$ cat src/rtl/npc_pkg.sv
package npc_pkg;
   localparam int ILEN = 16;
   localparam int CCW  = 3;
   localparam logic [3:0] OP_BR   = 4'b0000;
   localparam logic [3:0] OP_CALL = 4'b0100;
   localparam logic [3:0] OP_JUMP = 4'b1100;
   localparam logic [3:0] OP_TRAP = 4'b1111;

   typedef enum logic [2:0] {
      K_SEQ, K_BR, K_JUMP, K_CALL_REL, K_CALL_REG, K_TRAP
   } npc_kind_e;
endpackage

$ cat src/rtl/npc_decode.sv
module npc_decode
   import npc_pkg::*;
#(
   parameter int XLEN  = 16,
   parameter int VEC_W = 8
) (
   input  logic [ILEN-1:0]  instr,
   output npc_kind_e        kind,
   output logic [CCW-1:0]   mask,
   output logic [2:0]       base_sel,
   output logic [XLEN-1:0]  off_br,
   output logic [XLEN-1:0]  off_call,
   output logic [VEC_W-1:0] vec
);
   localparam int BR_OFFW   = 9;
   localparam int CALL_OFFW = 11;

   assign mask     = instr[11:9];
   assign base_sel = instr[8:6];
   assign vec      = instr[VEC_W-1:0];
   assign off_br   = {{(XLEN-BR_OFFW){instr[BR_OFFW-1]}}, instr[BR_OFFW-1:0]};
   assign off_call = {{(XLEN-CALL_OFFW){instr[CALL_OFFW-1]}}, instr[CALL_OFFW-1:0]};

   always_comb begin
      case (instr[15:12])
         OP_BR:   kind = K_BR;
         OP_JUMP: kind = K_JUMP;
         OP_CALL: kind = instr[11] ? K_CALL_REL : K_CALL_REG;
         OP_TRAP: kind = K_TRAP;
         default: kind = K_SEQ;
      endcase
   end
endmodule

$ cat src/rtl/npc_target.sv
module npc_target
   import npc_pkg::*;
#(
   parameter int XLEN = 16
) (
   input  npc_kind_e       kind,
   input  logic [XLEN-1:0] pc_inc,
   input  logic [XLEN-1:0] off_br,
   input  logic [XLEN-1:0] off_call,
   input  logic [CCW-1:0]  mask,
   input  logic [CCW-1:0]  cc,
   input  logic [XLEN-1:0] base_val,
   output logic [XLEN-1:0] target,
   output logic            is_call
);
   logic [CCW-1:0] hit;
   logic           taken;

   for (genvar i = 0; i < CCW; i++) begin : g_cc
      assign hit[i] = mask[i] & cc[i];
   end
   assign taken = |hit;

   always_comb begin
      target  = pc_inc;
      is_call = 1'b0;
      case (kind)
         K_BR:       if (taken) target = pc_inc + off_br;
         K_JUMP:     target = base_val;
         K_CALL_REL: begin target = pc_inc + off_call; is_call = 1'b1; end
         K_CALL_REG: begin target = base_val;          is_call = 1'b1; end
         default:    target = pc_inc;
      endcase
   end
endmodule

$ cat src/rtl/npc_trap_seq.sv
module npc_trap_seq #(
   parameter int XLEN            = 16,
   parameter int VEC_W           = 8,
   parameter int unsigned TABLE_BASE = 0,
   parameter int unsigned HALT_VEC   = 'h25
) (
   input  logic             clk,
   input  logic             rst_n,
   input  logic             start,
   input  logic [VEC_W-1:0] vec,
   input  logic [XLEN-1:0]  link_in,
   input  logic             mem_ready,
   output logic             busy,
   output logic             mem_req,
   output logic [XLEN-1:0]  mem_addr,
   output logic             done,
   output logic [XLEN-1:0]  done_link,
   output logic             done_halt
);
   typedef enum logic {S_IDLE, S_WAIT} seq_e;
   seq_e             state;
   logic [VEC_W-1:0] vec_q;
   logic [XLEN-1:0]  addr_d;

   if (TABLE_BASE == 0) begin : g_zext
      assign addr_d = {{(XLEN-VEC_W){1'b0}}, vec};
   end else begin : g_based
      assign addr_d = XLEN'(TABLE_BASE) + {{(XLEN-VEC_W){1'b0}}, vec};
   end

   always_ff @(posedge clk or negedge rst_n) begin
      if (!rst_n) begin
         state     <= S_IDLE;
         vec_q     <= '0;
         mem_addr  <= '0;
         done_link <= '0;
      end else begin
         case (state)
            S_IDLE: if (start) begin
               state     <= S_WAIT;
               vec_q     <= vec;
               mem_addr  <= addr_d;
               done_link <= link_in;
            end
            default: if (mem_ready) state <= S_IDLE;
         endcase
      end
   end

   assign busy      = (state == S_WAIT);
   assign mem_req   = busy;
   assign done      = busy && mem_ready;
   assign done_halt = (vec_q == VEC_W'(HALT_VEC));
endmodule

$ cat src/rtl/npc_unit.sv
module npc_unit
   import npc_pkg::*;
#(
   parameter int XLEN                = 16,
   parameter int VEC_W               = 8,
   parameter int unsigned TABLE_BASE = 0,
   parameter int unsigned HALT_VEC   = 'h25,
   parameter int unsigned LINK_REG   = 7
) (
   input  logic            clk,
   input  logic            rst_n,
   input  logic            instr_valid,
   input  logic [ILEN-1:0] instr,
   input  logic [XLEN-1:0] pc,
   input  logic [CCW-1:0]  cc,
   output logic [2:0]      rf_raddr,
   input  logic [XLEN-1:0] rf_rdata,
   output logic            mem_req,
   output logic [XLEN-1:0] mem_addr,
   input  logic            mem_ready,
   input  logic [XLEN-1:0] mem_rdata,
   output logic            busy,
   output logic            out_valid,
   output logic [XLEN-1:0] next_pc,
   output logic            link_we,
   output logic [2:0]      link_addr,
   output logic [XLEN-1:0] link_data,
   output logic            halted
);
   initial begin
      assert (XLEN >= ILEN) else $error("XLEN must cover the instruction width");
      assert (VEC_W <= 8 && VEC_W >= 1) else $error("VEC_W out of range");
      assert (LINK_REG < 8) else $error("LINK_REG out of range");
   end

   npc_kind_e        kind;
   logic [CCW-1:0]   mask;
   logic [XLEN-1:0]  off_br, off_call, pc_inc, target;
   logic [VEC_W-1:0] vec;
   logic             is_call, accept, trap_start;
   logic             t_done, t_halt;
   logic [XLEN-1:0]  t_link;

   assign pc_inc     = pc + XLEN'(1);
   assign accept     = instr_valid && !busy;
   assign trap_start = accept && (kind == K_TRAP);
   assign link_addr  = 3'(LINK_REG);

   npc_decode #(.XLEN(XLEN), .VEC_W(VEC_W)) u_dec (
      .instr(instr), .kind(kind), .mask(mask), .base_sel(rf_raddr),
      .off_br(off_br), .off_call(off_call), .vec(vec)
   );

   npc_target #(.XLEN(XLEN)) u_tgt (
      .kind(kind), .pc_inc(pc_inc), .off_br(off_br), .off_call(off_call),
      .mask(mask), .cc(cc), .base_val(rf_rdata), .target(target), .is_call(is_call)
   );

   npc_trap_seq #(.XLEN(XLEN), .VEC_W(VEC_W), .TABLE_BASE(TABLE_BASE),
                  .HALT_VEC(HALT_VEC)) u_trap (
      .clk(clk), .rst_n(rst_n), .start(trap_start), .vec(vec), .link_in(pc_inc),
      .mem_ready(mem_ready), .busy(busy), .mem_req(mem_req), .mem_addr(mem_addr),
      .done(t_done), .done_link(t_link), .done_halt(t_halt)
   );

   always_ff @(posedge clk or negedge rst_n) begin
      if (!rst_n) begin
         out_valid <= 1'b0;
         next_pc   <= '0;
         link_we   <= 1'b0;
         link_data <= '0;
         halted    <= 1'b0;
      end else begin
         out_valid <= 1'b0;
         link_we   <= 1'b0;
         if (t_done) begin
            out_valid <= 1'b1;
            next_pc   <= mem_rdata;
            link_we   <= 1'b1;
            link_data <= t_link;
            if (t_halt) halted <= 1'b1;
         end else if (accept && kind != K_TRAP) begin
            out_valid <= 1'b1;
            next_pc   <= target;
            link_we   <= is_call;
            link_data <= pc_inc;
         end
      end
   end
endmodule

$ cat config.mk
export PLATFORM = sky130hd
export DESIGN_NAME = npc_unit
export DESIGN_NICKNAME = d
export VERILOG_FILES = /design/src/rtl/npc_pkg.sv /design/src/rtl/npc_decode.sv /design/src/rtl/npc_target.sv /design/src/rtl/npc_trap_seq.sv /design/src/rtl/npc_unit.sv
export SDC_FILE = /design/constraint.sdc
export NUM_CORES = 1
export LEC_CHECK = 0
export ABC_AREA = 1
export CAP_MARGIN = 20
export CORE_MARGIN = 2
export CORE_UTILIZATION = 55
export CTS_BUF_LIST = sky130_fd_sc_hd__clkbuf_4
export CTS_CLUSTER_SIZE = 24
export DETAILED_ROUTE_END_ITERATION = 6
export PLACE_DENSITY_LB_ADDON = 0.15
export SYNTH_ARGS = -nofsm -noshare
export SYNTH_HDL_FRONTEND = slang
export SYNTH_SLANG_ARGS = --single-unit
$ cat constraint.sdc
create_clock -name clk -period 4.18 [get_ports clk]
set_input_delay 0.836 -clock clk [delete_from_list [all_inputs] [get_ports clk]]
set_output_delay 0.836 -clock clk [all_outputs]
set_load 0.005 [all_outputs]
---- Word-level counts from Yosys, hierarchy flattened ----
Index checks and enable logic that the tools add are counted.
storage, ports and cells
  flip-flop bits (word level) ............. 60
  input port bits ......................... 71
  output and inout bits ................... 59
  logic and storage cells ................. 53
cells by class
  $add $sub $neg .......................... 3
  equality and inequality tests ........... 10
  mux-type cells .......................... 16
  bitwise gates (word level) .............. 4
  reduce and logical (&&, ||, !) cells .... 12
operators with widths
  kind                   number
  $mux 16                5
  $pmux 16 s3            1
  $add 16x16->16         2
  $add 16x1->16 const B  1
  $pmux 3 s4             1
  $eq 4x4->1 const B     2
  $eq 8x6->1 const B     1
  $mux 1                 8
  $eq 3x2->1 const B     2
  $eq 3x3->1 const B     2
  $eq 4x3->1 const B     1
  $logic_and 1x1->1      4
  $logic_not 4->1        1
  $reduce_and 2->1       2
  $reduce_or 2->1        2
  $and 1x1->1            3
  $eq 3x1->1 const B     1
  $mux 3                 1
  $ne 3x3->1 const B     1
  $reduce_or 3->1        1
  $reduce_bool 2->1      1
  $logic_not 1->1        1
  $not 1->1              1

---- Depth between registers and ports, before layout ----
  depth in word-level cells ............... 7
  depth in mapped cells ................... 22
  mapped depth without buffers ............ 22

---- Modules after synthesis ----
Synthesis repeated with hierarchy kept, for this count alone.
unflattened totals
  cells, all modules ...................... 946
  area total of the unflattened synthesis .. 5,983.2 µm²
modules (own cells, without submodules)
  module        times used  cells each  area each (µm²)  sequential area each (µm²)
  npc_target    1           483         2,397.3          0.0
  npc_unit      1           276         2,057.0          875.8
  npc_trap_seq  1           128         1,122.3          625.6
  npc_decode    1           59          406.6            0.0

---- Worst setup path before layout ----
Ideal clock, no wire load.
  path kind ............................... input-to-reg
  from .................................... in pc[0]
  to ...................................... reg next_pc[15]
  setup time .............................. 121 ps
  data arrival time ....................... 2,941 ps
  data required time ...................... 4,059 ps
  path slack .............................. 1,118 ps
  stages .................................. 17
  buffers on the path ..................... 0
  cells stage by stage .................... ha_1 -> nand2_1 -> nor2_2 -> nand2_1 -> nor2_1 -> xor2_2 -> ha_1 -> a21oi_1 -> nand2_1 -> a21oi_1 -> nand3_1 -> nand3_1 -> nand2_1 -> nand2_1 -> inv_1 -> o21bai_1 -> nand2_1
between the ends
  cells in the longest elaborated chain, start to end .. 6
  elaborated cells on any way between the ends .. 7
  classes of those cells .................. add/sub: 3; mux: 4
ends and longest elaborated chain
  element                 RTL line          RTL
  start: declaration      npc_unit.sv:14    input logic [XLEN-1:0] pc,
  $add 16x1->16 *         npc_unit.sv:44    assign pc_inc = pc + XLEN'(1);
  named net pc_inc[10]    npc_unit.sv:38    logic [XLEN-1:0] off_br, off_call, pc_inc, target;
  $add 16x16->16          npc_target.sv:28  K_BR: if (taken) target = pc_inc + off_br;
  $mux 16                 npc_target.sv:28
  $pmux 16 s3 *           npc_target.sv:27  case (kind)
  $mux 16 *               npc_unit.sv:82    end else if (accept && kind != K_TRAP) begin
  $mux 16 *               npc_unit.sv:76    if (t_done) begin
  end signal: assignment  npc_unit.sv:78    next_pc <= mem_rdata;
  end signal: assignment  npc_unit.sv:84    next_pc <= target;
  end: declaration        npc_unit.sv:24    output logic [XLEN-1:0] next_pc,
The timed path passes the listed nets; every way through them passes the cells marked *. The select of a mux whose other input is x is not followed.
A chain may end at the register's enable or synchronous reset.

---- Worst setup path after layout ----
  from .................................... in pc[0]
  to ...................................... reg next_pc[9]
The elaborated chain is that of the path after synthesis.

==> flow_metrics.env <==
export IMPL_finish_cell_count_without_fillers=947
export IMPL_critPathArrivalTime_ns=4.07
export IMPL_via_count=5398
export IMPL_seq_area_frac_synth=0.310
export IMPL_drtIter0Drc=390
export IMPL_crit_start="pc[0]"
export IMPL_fillers=699
export IMPL_topRoutingLayerUsed="met4"
export IMPL_syn_instance_count=712
export IMPL_grt_pass1_wl_um=26900
export IMPL_detail_route_first_pass_iterations=7
export IMPL_global_route_overflow_total=0
export IMPL_crit_reg2reg_launch="u_trap.busy"
export IMPL_design_core_area_sq_um=8640
export IMPL_setup_tns_ns=0
export IMPL_wl_met3_um=1480
export IMPL_final_max_slew_viol_count=0
export IMPL_timing_hold_violations_final=0
export IMPL_drt_wirelength_per_cell_um=17.5
export IMPL_port_buffers=118
export IMPL_setup_viol=0
export IMPL_cts_inserted_buffers=9
export IMPL_antenna_found_initial=0
export IMPL_place_detailed_instances=931
export IMPL_slowest_stage_delay_cp_ns=0.61
export IMPL_post_synth_edffs=0
export IMPL_final_layout_size_suffix_gt1_frac=0.0870
export IMPL_maximum_number_of_pins_on_one_net_before_global_route_repair=37
export IMPL_post_cts_buffers=0
export IMPL_drc=3
export IMPL_io_pin_count=130
export IMPL_timing_final_crit_share=0.901
export IMPL_tritoncts="built"
export IMPL_grt_setup_unrepaired="false"
export IMPL_die_w_um=97.8
export IMPL_synthesis_yosys_warnings=0
export IMPL_route_layer_met1_wl_um=6850
export IMPL_worst_slew_pin_slew_ns=0.710
export IMPL_syn_to_final_growth_pct=29.2
export IMPL_die_h_um=97.8
export IMPL_synth_main_ff_cell="dfrtp_1"
export IMPL_status="complete, but fails checks"
export IMPL_path_max_fanout=5
export IMPL_clk_insertion_delay_late_ns=0.42
export IMPL_async_reset_ff_frac=1.00
export IMPL_die_area_sq_um=9560
export IMPL_totalWireLength_um=16600
export IMPL_dr_wl_met2_um=7640
export IMPL_slew_headroom=0.525
export IMPL_max_freq_mhz=265
export IMPL_violations_in_the_final_reports="design-rule violations"
export IMPL_clk_pin_slew_worst_paths_ns=0.13
export IMPL_first_global_vias=5274
export IMPL_worstPathCellList="clkdlybuf4s50_1, ha_1, nand2_1, nor2_2, nand2_1, xor2_1, inv_1, ha_1, nand2_1, inv_1, a21oi_1, nand2_2, nand2_2, nand2_1, or2_0, nand3_1, o21ai_1, nor2_1, o21ai_1"
export IMPL_cts_max_path_buffers=2
export IMPL_critical_path_required_ns=4.48
export IMPL_seq_cells_post_synth=60
export IMPL_globalRouteTotalUtil=0.356
export IMPL_ctsHoldBuffers=0
export IMPL_power_density_cell_area_nw_per_um2=315
export IMPL_final_util=0.724
export IMPL_setup_crit_end_kind="flip-flop"
export IMPL_vdd_ir_drop_max_uv=217
export IMPL_critical_path_slowest_cell="clkdlybuf4s50_1"
export IMPL_rows=34
export IMPL_initial_util=0.560
export IMPL_cts_num_sinks=60
export IMPL_clock_tree_root_cell="clkbuf_4"
export IMPL_reg2regPathDepth=7
export IMPL_worstSetupPathType="in2reg"
export IMPL_place_hpwl_um=13200
export IMPL_fin_crit_ns=3.77
export IMPL_ctsHtreeMaxLevel=3
export IMPL_post_synth_cell_area_avg_sq_um=6.80
export IMPL_drv_max_cap_violation_count=0
export IMPL_leakage_nw=3.14
export IMPL_fin_skew_ns=0.0214
export IMPL_total_power_mw=1.97
export IMPL_ant_nets=0
export IMPL_gp_congestion=0.997
export IMPL_synth_cell_types=48
export IMPL_num_antenna_cells=0
export IMPL_cts_resized_gates=0
export IMPL_route_detailed_vias_per_inst=5.70
export IMPL_hold_path_class="in2async"
export IMPL_nets=930
export IMPL_netlist_area_sq_um=4840
export IMPL_cp_start_kind="input pin"
export IMPL_cell_repeated_most_along_the_worst_path="nand2_1"
final timing paths:
path                                endpoint  slack, ns
worst max-delay path              next_pc[9]       0.41
worst min-delay path            link_data[5]       0.41
worst min register to register        halted       0.48
max in group asynchronous       link_data[8]       2.88
worst max register to register    next_pc[8]       2.14
min in group clk                      halted       0.48
logic make-up after synthesis:
logic type	after synthesis	synth area share
buffers and inverters	112	0.106
flip-flops	60	0.310
adder cells (fa/ha/maj)	25	0.0662
AO/OA/AOI/OAI	114	0.145
AND/OR/NAND/NOR	385	0.342
XOR/XNOR	14	0.0284
other	2	0.00155
through the flow:
stage	area (sq um)	setup WS (ns)	hold slack (ns)
after floorplan	4870	1.12	0.449
after global placement	6090	0.171	0.454
after detailed placement	6090	0.0856	0.454
after CTS	6250	0.521	0.426
after global routing	6250	0.229	0.438
final	6250	0.412	0.408
area by class of cell:
| type | instances | area [sq um] | share of cell area |
|---|---|---|---|
| multi-input combinational | 549 | 2860 | 0.457 |
| clock buffer | 9 | 67.6 | 0.0108 |
| tap | 108 | 135 | 0.0216 |
| clock inverter | 7 | 98.8 | 0.0158 |
| timing repair buffer | 132 | 1280 | 0.205 |
| inverter | 82 | 313 | 0.0500 |
| sequential | 60 | 1500 | 0.240 |
synthesized netlist by cell type, types with 2 or more instances:
cell type,n,area [sq um]
xor2_1,8,70.1
o211ai_1,8,60.1
a31o_2,2,17.5
nand3_1,47,235
dfrtp_1,60,1500
nor2_2,4,25.0
nand4_1,8,50.1
buf_6,2,22.5
o21ai_0,34,170
nand2_4,2,22.5
nor2_4,2,22.5
and3_1,2,12.5
nand2_2,12,75.1
buf_4,17,128
a22oi_1,9,67.6
o21bai_1,3,22.5
o221ai_1,2,17.5
clkbuf_1,5,18.8
a31oi_1,7,43.8
nand3b_1,3,22.5
conb_1,2,7.51
inv_1,71,267
nor2_1,62,233
o21ai_1,5,25.0
xnor2_1,4,35.0
ha_1,24,300
inv_2,10,37.5
nor3_1,4,20.0
a21o_1,5,37.5
a21oi_1,34,170
nand2_1,233,875
buf_2,5,25.0
critical path, delay by kind of cell:
kind                     cells  cell delay [ns]
AO/OA/AOI/OAI                3             0.32
AND/OR/NAND/NOR             10             1.29
adder cells (fa/ha/maj)      2             0.58
XOR/XNOR                     1             0.27
buffers and inverters        3             0.74
metal layers:
| metal | vias to the layer above | GRT usage |
|---|---|---|
| met5 | - | 0 |
| met4 | 0 | 0.154 |
| met3 | 46 | 0.0608 |
| met2 | 321 | 0.566 |
| met1 | 2498 | 0.483 |
| li1 | 2533 | - |
flip-flops by register name, summed over array words and instances (netlist names):
name,flops
link_data,16
next_pc,16
u_trap.done_link,16
u_trap.vec_q,8
halted,1
link_we,1
out_valid,1
u_trap.busy,1
placed cells by master, fill, tap and decap left out, types with 10 or more instances in the layout:
master and count:
nand3_1 47, inv_2 10, a21oi_1 34, clkdlybuf4s50_1 117
ha_1 24, buf_4 14, inv_1 71, nand2_2 12
o21ai_0 34, dfrtp_1 60, nand2_1 233, conb_1 11
nor2_1 62
report_power, final:
part           internal, mW  switching [mW]  total (mW)
clock network         0.246           0.260       0.506
registers             0.684          0.0654       0.749
logic                 0.337           0.379       0.716
total                  1.27           0.704        1.97
Note: power is estimated with default switching activity, not from simulation.
